$ cat config.mk
export PLATFORM = sky130hd
export DESIGN_NAME = pin_state_classifier
export DESIGN_NICKNAME = d
export VERILOG_FILES = /design/src/rtl/pin_cls_pkg.sv /design/src/rtl/bit_delay.sv /design/src/rtl/stim_gen.sv /design/src/rtl/win_eval.sv /design/src/rtl/pin_state_classifier.sv
export SDC_FILE = /design/constraint.sdc
export NUM_CORES = 1
export LEC_CHECK = 0
export BUFFER_PORTS_ARGS = -buffer_cell sky130_fd_sc_hd__buf_2
export CORE_MARGIN = 2
export CORE_UTILIZATION = 53
export CTS_CLUSTER_DIAMETER = 50
export CTS_CLUSTER_SIZE = 28
export DETAILED_ROUTE_END_ITERATION = 8
export MAX_ROUTING_LAYER = met4
export PLACE_DENSITY = 0.74
export SLEW_MARGIN = 20
export SYNTH_ARGS = -nofsm -noshare
export SYNTH_HDL_FRONTEND = slang
export SYNTH_HIERARCHICAL = 1
export SYNTH_SLANG_ARGS = --single-unit
export TNS_END_PERCENT = 5
$ cat constraint.sdc
create_clock -name clk_i -period 1.8 [get_ports clk_i]
set_input_delay 0 -clock clk_i [delete_from_list [all_inputs] [get_ports clk_i]]
set_output_delay 0 -clock clk_i [all_outputs]
set_load 0.1 [all_outputs]
$ cat src/rtl/pin_cls_pkg.sv
package pin_cls_pkg;
  typedef enum logic [1:0] {
    CLS_LOW   = 2'b00,
    CLS_HIGH  = 2'b01,
    CLS_FLOAT = 2'b10,
    CLS_NONE  = 2'b11
  } pin_cls_e;

  localparam int unsigned LFSR_W = 7;
  localparam logic [LFSR_W-1:0] LFSR_SEED = 7'h01;
endpackage

$ cat src/rtl/bit_delay.sv
module bit_delay #(
  parameter int unsigned STAGES = 2
) (
  input  logic clk_i,
  input  logic rst_ni,
  input  logic d_i,
  output logic q_o
);
  logic [STAGES-1:0] chain_q;

  generate
    for (genvar g = 0; g < STAGES; g++) begin : g_stage
      if (g == 0) begin : g_first
        always_ff @(posedge clk_i or negedge rst_ni)
          if (!rst_ni) chain_q[0] <= 1'b0;
          else         chain_q[0] <= d_i;
      end else begin : g_next
        always_ff @(posedge clk_i or negedge rst_ni)
          if (!rst_ni) chain_q[g] <= 1'b0;
          else         chain_q[g] <= chain_q[g-1];
      end
    end
  endgenerate

  assign q_o = chain_q[STAGES-1];
endmodule

$ cat src/rtl/stim_gen.sv
module stim_gen
  import pin_cls_pkg::*;
#(
  parameter int unsigned CLK_DIV = 25
) (
  input  logic clk_i,
  input  logic rst_ni,
  input  logic mode_i,
  output logic tick_o,
  output logic stim_o
);
  localparam int unsigned DW = (CLK_DIV > 1) ? $clog2(CLK_DIV) : 1;

  logic [DW-1:0]     div_q;
  logic [LFSR_W-1:0] lfsr_q;
  logic              stim_q;

  assign tick_o = (div_q == DW'(CLK_DIV - 1));

  always_ff @(posedge clk_i or negedge rst_ni)
    if (!rst_ni)     div_q <= '0;
    else if (tick_o) div_q <= '0;
    else             div_q <= div_q + 1'b1;

  // x^7 + x^6 + 1, runs in both modes
  always_ff @(posedge clk_i or negedge rst_ni)
    if (!rst_ni)     lfsr_q <= LFSR_SEED;
    else if (tick_o) lfsr_q <= {lfsr_q[LFSR_W-2:0], lfsr_q[6] ^ lfsr_q[5]};

  always_ff @(posedge clk_i or negedge rst_ni)
    if (!rst_ni)     stim_q <= 1'b0;
    else if (tick_o) stim_q <= mode_i ? lfsr_q[LFSR_W-1] : ~stim_q;

  assign stim_o = stim_q;

  p_stim_hold_r2: assert property (@(posedge clk_i) disable iff (!rst_ni)
    !tick_o |=> $stable(stim_o));
  p_square_toggle_r3: assert property (@(posedge clk_i) disable iff (!rst_ni)
    (tick_o && !mode_i) |=> (stim_o != $past(stim_o)));
  p_lfsr_live_r4: assert property (@(posedge clk_i) disable iff (!rst_ni)
    lfsr_q != '0);
endmodule

$ cat src/rtl/win_eval.sv
module win_eval
  import pin_cls_pkg::*;
#(
  parameter int unsigned WIN_BITS = 64
) (
  input  logic       clk_i,
  input  logic       rst_ni,
  input  logic       tick_i,
  input  logic       sense_i,
  input  logic       ref_i,
  output logic [1:0] class_o,
  output logic       valid_o
);
  localparam int unsigned BW = $clog2(WIN_BITS);
  localparam int unsigned CW = $clog2(WIN_BITS + 1);

  logic [BW-1:0] bit_q;
  logic [CW-1:0] ones_q;
  logic          mis_q;
  pin_cls_e      class_q;
  logic          valid_q;

  logic          last;
  logic [CW-1:0] ones_tot;
  logic          mis_tot;
  logic [CW:0]   ones_dbl;
  pin_cls_e      verdict;

  always_comb begin
    last     = (bit_q == BW'(WIN_BITS - 1));
    ones_tot = ones_q + CW'(sense_i);
    mis_tot  = mis_q | (sense_i != ref_i);
    ones_dbl = {ones_tot, 1'b0};
    if (!mis_tot)                           verdict = CLS_FLOAT;
    else if (ones_dbl > (CW+1)'(WIN_BITS))  verdict = CLS_HIGH;
    else                                    verdict = CLS_LOW;
  end

  always_ff @(posedge clk_i or negedge rst_ni)
    if (!rst_ni) begin
      bit_q   <= '0;
      ones_q  <= '0;
      mis_q   <= 1'b0;
      class_q <= CLS_NONE;
      valid_q <= 1'b0;
    end else begin
      valid_q <= 1'b0;
      if (tick_i) begin
        if (last) begin
          bit_q   <= '0;
          ones_q  <= '0;
          mis_q   <= 1'b0;
          class_q <= verdict;
          valid_q <= 1'b1;
        end else begin
          bit_q  <= bit_q + 1'b1;
          ones_q <= ones_tot;
          mis_q  <= mis_tot;
        end
      end
    end

  assign class_o = class_q;
  assign valid_o = valid_q;

  p_valid_pulse_r9: assert property (@(posedge clk_i) disable iff (!rst_ni)
    valid_o |=> !valid_o);
  p_class_hold_r9: assert property (@(posedge clk_i) disable iff (!rst_ni)
    !$stable(class_o) |-> valid_o);
  p_valid_at_tick_r5: assert property (@(posedge clk_i) disable iff (!rst_ni)
    valid_o |-> $past(tick_i));
  p_match_float_r6: assert property (@(posedge clk_i) disable iff (!rst_ni)
    (tick_i && last && !mis_tot) |=> (class_o == CLS_FLOAT));
endmodule

$ cat src/rtl/pin_state_classifier.sv
module pin_state_classifier #(
  parameter int unsigned CLK_DIV     = 25,
  parameter int unsigned WIN_BITS    = 64,
  parameter int unsigned SYNC_STAGES = 2
) (
  input  logic       clk_i,
  input  logic       rst_ni,
  input  logic       mode_i,
  input  logic       sense_i,
  output logic       stim_o,
  output logic [1:0] class_o,
  output logic       valid_o
);
  logic tick;
  logic stim;
  logic sense_sync;
  logic stim_dly;

  stim_gen #(.CLK_DIV(CLK_DIV)) u_stim (
    .clk_i  (clk_i),
    .rst_ni (rst_ni),
    .mode_i (mode_i),
    .tick_o (tick),
    .stim_o (stim)
  );

  bit_delay #(.STAGES(SYNC_STAGES)) u_sense_sync (
    .clk_i  (clk_i),
    .rst_ni (rst_ni),
    .d_i    (sense_i),
    .q_o    (sense_sync)
  );

  // reference aligned to the synchronizer latency
  bit_delay #(.STAGES(SYNC_STAGES)) u_stim_dly (
    .clk_i  (clk_i),
    .rst_ni (rst_ni),
    .d_i    (stim),
    .q_o    (stim_dly)
  );

  win_eval #(.WIN_BITS(WIN_BITS)) u_eval (
    .clk_i   (clk_i),
    .rst_ni  (rst_ni),
    .tick_i  (tick),
    .sense_i (sense_sync),
    .ref_i   (stim_dly),
    .class_o (class_o),
    .valid_o (valid_o)
  );

  assign stim_o = stim;
endmodule

==> key figures, run 1 <==
Routing
  • Via density: 5.26
  • WL/cell: 12.5 um
  • WL final: about 2.4 mm
  • Detailed Route Iter0 Violations: 34
  • Pre-antenna DRT Iters: 4
  • DRC: 0
  • Final ANT Viol Nets: 0
  • Vias: 1010

Timing
  • Measured slew at the worst slew-check pin: ~720 ps
  • Endpoints failing setup: 0
  • Min Tclk post-route: between 1500 and 2000 ps
  • Slew Limit Fails: 0
  • Fin Setup TNS: 0 ps
  • Clock skew: 7.69 ps
  • Fin. Hold Viols: 0
  • RSZ-0062 raised after global routing: no
  • Relative slew slack: 0.519
  • Fmax: about 600 MHz
  • Tcrit/Tclk final: 0.923
  • Final hold slack: 261 ps
  • Worst Setup Slack, final: 139 ps

Cells and area
  • Share of cells above drive strength 1: 0.199
  • Fin cells: 192
  • Commonest non-fill, non-tap cells in the layout: nand2_1, dfrtp_1, inv_1, o21ai_0, buf_2
  • Ant diodes: 0
  • Area grow syn2layout: 11.3%
  • Filler Cell Count: 239
  • Final instance area: approximately 1700 um^2
  • Nets@finish: 169

Floorplan
  • Row Count: 19
  • Full die area: ~3400 um^2
  • I/O pin cnt: 8
  • Initial core utilization: 0.560
  • CORE AREA: 2760 um^2
  • Die X: 58.0 um
  • DIE HEIGHT: 58.0 um

Placement
  • Pre-CTS setup slack: 133 ps
  • Post-DP HPWL: around 1.6 mm
  • # port buffers: 7
  • Area post-placement: around 1600 um^2
  • Placed insts: 181
  • Gpl congestion: just over 0.8

Global routing
  • Initial antenna violation count: 0
  • First-pass GRT wire length: between 4 and 5 mm
  • Total grt overflow: 0
  • GRT Util Overall: 0.177
  • Vias in the first global route: 1035
  • Largest net degree at the start of global routing: 35

Synth
  • Top FF cell, synth: dfrtp_1
  • Post-Syn Area: 1540 um^2
  • Number of synthesized flops with an enable pin: 0
  • Post-Syn Area per Cell: 10.7 um^2
  • Synthesized Nets: between 150 and 200
  • Cells after synthesis: 144
  • Distinct cell type count after synthesis: 37
  • Post-synthesis register bit count: 34
  • Ys async rst share: 1.00
  • Yosys warning total: 6
  • Seq/Total Area, Yosys: 0.553

Worst setup path
  • Nature of the critical path endpoint: register
  • Reg2reg start: u_sense_sync/q_o$_DFF_PN0_
  • Worst setup path class: register to register
  • Critical Path Source Type: register
  • Crit Path Max Fanout: 6
  • Crit path launch: u_sense_sync/q_o$_DFF_PN0_
  • WP data arrival: 1920 ps
  • Required @ worst endpoint: approximately 2100 ps

Pwr
  • Net Switching: 265 uW
  • Cell Int Power: 1110 uW
  • Sequential share of power: 0.560
  • Logic pwr share: 0.025
  • VDD IR-drop max: 589 uV
  • Power Density: around 800 nW/um^2
  • Leakage: roughly 0.00082 uW
  • Switch share: 0.192
  • Clock power frac: 0.415

Flow run
  • Reported max-cap violation count: 0

Clock tree
  • Skew-Pair Late Insertion Delay: 320 ps
  • CTS Buffer Depth: 2
  • Clk slew on worst S/H paths: 100 ps
  • CTS root buf: clkbuf_4
  • CTS tree: built
  • Num CTS Buffers: 5
  • Post CTS Setup Buffer Count: 0
  • Clk sinks: 34
  • H-tree depth: 2

Status
  • Status: finished clean

Min path
  • HP Class: input port to async pin
==> power groups by stage <==
stage	registers, uW	logic, uW	clock network, uW
after floorplan	785	11.0	0
after global placement	786	30.3	0
after detailed placement	786	31.6	0
after CTS	771	36.7	592
after global routing	772	41.9	629
final	771	35.1	571
==> path summary, 6_finish.rpt <==
path                                                      to  slack (ps)  depth (start not counted)
max                            u_eval/class_o[0]$_DFFE_PN1P_         140                          7
min                             u_eval/ones_q[6]$_DFFE_PN0P_         260                          2
max reg2reg                    u_eval/class_o[0]$_DFFE_PN1P_         140                          7
min reg2reg                         u_stim_dly/q_o$_DFF_PN0_         360                          0
max in group asynchronous       u_eval/ones_q[5]$_DFFE_PN0P_        1080                          2
min in group clk_i         u_sense_sync/chain_q[0]$_DFF_PN0_         310                          2
==> Yosys cell counts (2+ instances only) <==
cell type | number | area, um^2
or3_1 | 2 | 12.5
ha_1 | 5 | 62.6
nand4_1 | 2 | 12.5
dfstp_2 | 3 | 78.8
o22ai_1 | 4 | 25.0
mux2i_1 | 2 | 20.0
nand2b_1 | 2 | 12.5
buf_2 | 2 | 10.0
inv_1 | 9 | 33.8
xor2_1 | 3 | 26.3
nor2_2 | 3 | 18.8
a21oi_1 | 2 | 10.0
dfrtp_1 | 31 | 776
o21ai_0 | 8 | 40.0
nand3_1 | 4 | 20.0
nor2_1 | 6 | 22.5
xnor2_1 | 6 | 52.6
nand2_1 | 31 | 116
==> flip-flops by register name (all words and copies together) (netlist names) <==
signal and flops:
u_eval/mis_q 1, u_eval/valid_o 1, u_sense_sync/chain_q 1, u_eval/ones_q 7, u_stim_dly/q_o 1, u_eval/bit_q 6, u_stim/lfsr_q 7, u_sense_sync/q_o 1
u_stim/div_q 5, u_stim_dly/chain_q 1, u_stim/stim_o 1, u_eval/class_o 2
==> routing by layer <==
metal	up-vias	GRT usage	part of all wire
met3	2	0.0647	0.034
li1	508	-	-
met5	-	-	0
met2	15	0.278	0.49
met1	485	0.209	0.47
met4	0	0.0698	0.0058
==> cell families after synthesis <==
logic type / after synthesis / synth area share
XOR/XNOR: 9 / 0.0511
AND/OR/NAND/NOR: 55 / 0.181
AO/OA/AOI/OAI: 24 / 0.101
adder cells (fa/ha/maj): 5 / 0.0405
multiplexers: 3 / 0.0203
buffers and inverters: 14 / 0.0527
flip-flops: 34 / 0.553
==> timing repair <==
action                     CTS  global route
hold endpoints to repair    33             0
gates resized for setup      0             1
hold buffers                 3             0
setup endpoints to repair    0             1
==> layout make-up <==
cell class / instances / area (um^2) / share of cell area
flip-flops and latches: 34 / 855 / 0.497
multi-input cells: 96 / 613 / 0.357
repair buffers: 13 / 87.6 / 0.0509
clock buffers: 7 / 55.1 / 0.0320
inverters: 10 / 40.0 / 0.0233
well taps: 31 / 38.8 / 0.0226
clock inverters: 1 / 30.0 / 0.0175
==> metrics by stage <==
step | power [uW] | util
2_1_floorplan | 796 | -
3_3_place_gp | 816 | 0.581
3_5_place_dp | 818 | 0.581
4_1_cts | 1400 | 0.623
5_1_grt | 1440 | 0.623
6_report | 1380 | 0.623
==> worst max-delay path: stages (launching register included) <==
cell and delay [ps]:
dfrtp_1 410, ha_1 250, ha_2 220, a21boi_0 130, a21o_1 190, a22oi_1 130
o21bai_1 100, a31oi_1 170
Note: power is estimated with default switching activity, not from simulation.
==> inputs of run 2 (changes only) <==
--- a/config.mk
+++ b/config.mk
@@ -11,8 +11,7 @@
 export CTS_CLUSTER_DIAMETER = 50
 export CTS_CLUSTER_SIZE = 28
 export DETAILED_ROUTE_END_ITERATION = 8
-export MAX_ROUTING_LAYER = met4
-export PLACE_DENSITY = 0.74
+export PLACE_DENSITY_LB_ADDON = 0.15
 export SLEW_MARGIN = 20
 export SYNTH_ARGS = -nofsm -noshare
 export SYNTH_HDL_FRONTEND = slang
==> key figures, run 2 (synthesis gave the netlist of run 1 again) <==
Timing
  • Fmax: 604 MHz
  • Slew Limit Fails: 0
  • Clock skew: ~13 ps
  • Worst Setup Slack, final: 144 ps
  • Fin. Hold Viols: 0
  • Relative slew slack: 0.524
  • Min Tclk post-route: ~1700 ps
  • Endpoints failing setup: 0
  • Final hold slack: between 200 and 250 ps
  • Measured slew at the worst slew-check pin: 713 ps
  • Tcrit/Tclk final: 0.920
  • RSZ-0062 raised after global routing: no
  • Fin Setup TNS: 0 ps

Worst setup path
  • Cells along the critical path: ha_1, ha_2, a21boi_0, a21o_1, a22oi_1, o21bai_1, a31oi_1
  • Reg-to-Reg End: u_eval/class_o[0]$_DFFE_PN1P_
  • Crit-path slowest cell: dfrtp_1
  • Max incr delay on CP: roughly 410 ps
  • Delay-heaviest family, CP: compound AO/OA/AOI/OAI gates
  • Worst setup path class: register to register
  • Reg2reg start: u_sense_sync/q_o$_DFF_PN0_
  • Worst reg-to-reg path cell count: 7
  • Critical Path Source Type: register
  • WP data arrival: 1910 ps
  • CP Depth: 7
  • Required @ worst endpoint: 2060 ps
  • Crit path buf inv count: 0
  • Crit path launch: u_sense_sync/q_o$_DFF_PN0_
  • Reg-to-reg slack, setup: between 100 and 150 ps
  • Nature of the critical path endpoint: register
  • Crit Path Max Fanout: 6

Routing
  • Detailed Route Iter0 Violations: 32
  • WL final: 2.32 mm
  • WL/cell: 12.0 um
  • Final ANT Viol Nets: 0
  • Via density: 5.32
  • DRC: 0
  • Pre-antenna DRT Iters: 4
  • Vias: 1026

Pwr
  • Final Power: around 1300 uW
  • Leakage: 0.000817 uW
  • VDD IR-drop max: 602 uV
  • Power Density: 782 nW/um^2

Placement
  • # port buffers: 7
  • Post-DP HPWL: 1.66 mm
  • Pre-CTS setup slack: between 90 and 100 ps
  • Placed insts: 182
  • Gpl congestion: 0.730

Min path
  • HP Class: input port to async pin

Global routing
  • First-pass GRT wire length: approximately 3.9 mm
  • Initial antenna violation count: 0
  • Total grt overflow: 0
  • GRT Util Overall: 0.155
  • Vias in the first global route: about 950
  • Largest net degree at the start of global routing: 35

Cells and area
  • Fin cells: 193
  • Commonest non-fill, non-tap cells in the layout: nand2_1, dfrtp_1, inv_1, o21ai_0, buf_2
  • Regs by FF count: u_eval/ones_q (7), u_stim/lfsr_q (7), u_eval/bit_q (6)
  • Area grow syn2layout: 11.2%
  • Nets@finish: 170
  • Ant diodes: 0
  • Share of cells above drive strength 1: 0.198

Clock tree
  • Num CTS Buffers: 5
  • CTS Buffer Depth: 2
  • Post CTS Setup Buffer Count: 0
  • Clk slew on worst S/H paths: 110 ps
  • CTS tree: built
  • Skew-Pair Late Insertion Delay: 320 ps
  • Clk sinks: 34
  • CTS root buf: clkbuf_4
  • H-tree depth: 2

Floorplan
  • DIE HEIGHT: slightly below 60 um
  • I/O pin cnt: 8
  • Initial core utilization: 0.560
  • Die X: 58.0 um
  • CORE AREA: 2760 um^2
  • Row Count: 19
  • Full die area: 3360 um^2

Flow run
  • Reported max-cap violation count: 0

Status
  • Status: finished clean
[run 2: cell types whose count changed in the layout (fill, tap and decap cells not counted)]
cell      previous run  this run
clkbuf_8             1         0
clkbuf_1             1         2
buf_4                3         4
[run 2: what timing repair did]
action,in CTS,in global routing
hold buffers,3,0
endpoints found under the hold margin,33,0
gates resized for setup,0,1
setup endpoints to repair,0,1
[run 2: cell type report]
class                      count  area, um^2
clock inverter                 1        30.0
fill                         236        1040
tap                           31        38.8
multi-input combinational     96         613
timing repair buffer          14        95.1
sequential                    34         855
inverter                      10        40.0
clock buffer                   7        45.0
[run 2: worst max path at each step]
stage	endpoint	slack, ps
6_report	u_eval/class_o[0]$_DFFE_PN1P_	140
5_1_grt	u_eval/ones_q[2]$_DFFE_PN0P_	20
4_1_cts	u_eval/class_o[0]$_DFFE_PN1P_	60
3_5_place_dp	u_eval/class_o[0]$_DFFE_PN1P_	90
3_3_place_gp	u_eval/class_o[0]$_DFFE_PN1P_	140
2_1_floorplan	u_eval/bit_q[5]$_DFFE_PN0P_	10
[run 2: routing by layer]
layer,part of all wire,track usage,vias up
li1,-,-,511
met5,0,0,-
met3,0.035,0.0402,5
met1,0.45,0.182,495
met2,0.50,0.265,15
met4,0.015,0.0698,0
[run 2: metrics by stage]
step / utilization / area [um^2]
2_1_floorplan: - / 1550
3_3_place_gp: 0.583 / 1610
3_5_place_dp: 0.583 / 1610
4_1_cts: 0.622 / 1710
5_1_grt: 0.623 / 1720
6_report: 0.623 / 1720
[run 2: report_power, final]
part	switching [uW]	total, uW	internal [uW]
Clock	243	538	295
Sequential	2.38	771	769
Combinational	22.5	34.7	12.2
==> inputs of run 3 (changes only) <==
--- a/config.mk
+++ b/config.mk
@@ -15,6 +15,5 @@
 export SLEW_MARGIN = 20
 export SYNTH_ARGS = -nofsm -noshare
 export SYNTH_HDL_FRONTEND = slang
-export SYNTH_HIERARCHICAL = 1
 export SYNTH_SLANG_ARGS = --single-unit
 export TNS_END_PERCENT = 5
==> key figures, run 3 <==
Cells and area
  • Most common cell after layout, fill and taps aside: nand2_1
  • Share of cells above drive strength 1: 0.201
  • Final instance area: approximately 1700 um^2
  • Commonest non-fill, non-tap cells in the layout: nand2_1, dfrtp_1, nand3_1, o21ai_0, a21oi_1
  • Core Util, Final: 0.634
  • Filler Cell Count: 241
  • Nets@finish: between 150 and 200
  • Area grow syn2layout: 13.7%
  • Ant diodes: 0
  • Regs by FF count: u_eval.ones_q (7), u_stim.lfsr_q (7), u_eval.bit_q (6)

Routing
  • WL final: approximately 2.9 mm
  • DRC: 0
  • Pre-antenna DRT Iters: 4
  • Via density: between 5 and 6
  • Final ANT Viol Nets: 0
  • WL/cell: 14.0 um
  • Detailed Route Iter0 Violations: 41
  • Vias: 1172

Clock tree
  • Clk slew on worst S/H paths: 100 ps
  • Num CTS Buffers: 5
  • CTS root buf: clkbuf_4
  • Skew-Pair Late Insertion Delay: 340 ps
  • CTS Buffer Depth: 2
  • Clk sinks: 34
  • CTS tree: built
  • H-tree depth: 2

Timing
  • Fin Setup TNS: 0 ps
  • Fmax: 607 MHz
  • Min Tclk post-route: 1650 ps
  • Measured slew at the worst slew-check pin: 729 ps
  • Relative slew slack: 0.514
  • Endpoints failing setup: 0
  • RSZ-0062 raised after global routing: no
  • Slew Limit Fails: 0
  • Clock skew: about 5.6 ps
  • Fin. Hold Viols: 0
  • Tcrit/Tclk final: 0.915

Min path
  • HP Class: input port to async pin

Worst setup path
  • Nature of the critical path endpoint: register
  • Crit-path slowest cell: dfrtp_1
  • WP data arrival: 1910 ps
  • Worst setup path class: register to register
  • Max incr delay on CP: about 400 ps
  • Crit Path Max Fanout: 2
  • Cells along the critical path: ha_2, ha_4, nor2_2, a2111oi_2, o22ai_1, a311oi_2
  • Required @ worst endpoint: 2060 ps
  • Critical Path Source Type: register

Synth
  • Yosys warning total: 0
  • Synthesized Nets: 164
  • Post-Syn Area per Cell: 9.93 um^2
  • Number of synthesized flops with an enable pin: 0
  • Yosys top cell area share: 0.504
  • Cells after synthesis: 155
  • Most numerous cell in the Yosys netlist: nand2_1
  • Top FF cell, synth: dfrtp_1
  • Distinct cell type count after synthesis: 34
  • Ys async rst share: 1.00
  • Top cells by count, synth: nand2_1, dfrtp_1, nand3_1
  • Seq/Total Area, Yosys: 0.555
  • Post-Syn Area: 1540 um^2
  • Largest cells by area after synthesis: dfrtp_1, nand2_1, dfstp_2
  • Post-synthesis register bit count: 34
  • Area leader, netlist: dfrtp_1

Status
  • Status: finished clean

Pwr
  • Final Power: approximately 1300 uW
  • Power Density: 733 nW/um^2
  • VDD IR-drop max: 655 uV
  • Leakage: 0.000831 uW

Global routing
  • Largest net degree at the start of global routing: 35
  • Vias in the first global route: 1163
  • Total grt overflow: 0
  • Initial antenna violation count: 0
  • First-pass GRT wire length: approximately 5 mm
  • GRT Util Overall: 0.202

Floorplan
  • I/O pin cnt: 8
  • CORE AREA: approximately 2800 um^2
  • Row Count: 19
  • DIE HEIGHT: 57.9 um
  • Initial core utilization: 0.558
  • Die X: 57.9 um
  • Full die area: 3350 um^2

Placement
  • Area post-placement: 1630 um^2
  • # port buffers: 7
  • Gpl congestion: slightly above 0.8
  • Post-DP HPWL: 1.96 mm

Flow run
  • Reported max-cap violation count: 0
## run 3: cell count changes in the layout (fill, tap and decap cells not counted), sizes merged, moves of 2 or more
cell   delta
inv       -6
nand4     -2
nor2      -2
a21oi     +7
o21ai     +2
nand3     +6
nand2     +5
xnor2     -2
and3      +2
buf       +4
## run 3: kinds of logic after synthesis
kind of cell | count (synthesis) | synth area share
simple gates | 66 | 0.203
buf+inv | 11 | 0.0309
compound gates | 31 | 0.124
fa+ha+maj | 5 | 0.0407
flops | 34 | 0.555
mux | 1 | 0.00650
xor+xnor | 7 | 0.0398
## run 3: what timing repair did
| action | in CTS | in global routing |
|---|---|---|
| resized for setup | 0 | 2 |
| hold buffers | 3 | 0 |
| endpoints found under the hold margin | 33 | 0 |
| pin swaps | 1 | 3 |
| endpoints found under the setup margin | 1 | 1 |
| buffers inserted | 1 | 0 |
## run 3: per-layer routing
metal  wire, um  up-vias  GRT usage
met5          0        -          0
met4         54        0     0.0864
met3        104        6     0.0670
met2       1420       17      0.343
met1       1290      579      0.234
li1           -      570          -
## run 3: worst max-delay path: cells and delay by family, from the launching register on
kind                     cells  cell delay [ps]
AO/OA/AOI/OAI                3              650
flip-flops                   1              400
adder cells (fa/ha/maj)      2              480
AND/OR/NAND/NOR              1               50
## run 3: power breakdown
group	total (uW)	switching, uW	internal [uW]
Clock	446	259	188
Combinational	57.4	37.9	19.6
Sequential	778	5.00	773
Total	1280	301	980
## run 3: worst paths after layout
kind | startpoint | slack, ps | to | cells past startpoint
min reg2reg | u_sense_sync.chain_q[0]$_DFF_PN0_ | 360 | u_sense_sync.q_o$_DFF_PN0_ | 0
max | u_sense_sync.q_o$_DFF_PN0_ | 150 | u_eval.class_o[0]$_DFFE_PN1P_ | 6
min | rst_ni | 250 | u_eval.bit_q[2]$_DFFE_PN0N_ | 2
max reg2reg | u_sense_sync.q_o$_DFF_PN0_ | 150 | u_eval.class_o[0]$_DFFE_PN1P_ | 6
min in group clk_i | sense_i | 300 | u_sense_sync.chain_q[0]$_DFF_PN0_ | 2
max in group asynchronous | rst_ni | 1090 | u_eval.ones_q[0]$_DFFE_PN0N_ | 2
## run 3: final cells by class
type / instances / area (um^2) / share of cell area
sequential: 34 / 855 / 0.489
multi-input combinational: 110 / 652 / 0.373
timing repair buffer: 18 / 125 / 0.0715
clock buffer: 6 / 51.3 / 0.0293
tap: 31 / 38.8 / 0.0222
inverter: 4 / 15.0 / 0.00858
clock inverter: 2 / 12.5 / 0.00715
## run 3: per-stage QoR
stage | worst slack, ps | hold slack (ps) | instances
3_5_place_dp | 4.53 | 103 | 193
4_1_cts | 9.64 | 266 | 205
3_3_place_gp | 32.9 | 97.5 | 193
2_1_floorplan | 44.2 | -296 | 155
6_report | 154 | 245 | 205
5_1_grt | 35.7 | 294 | 205
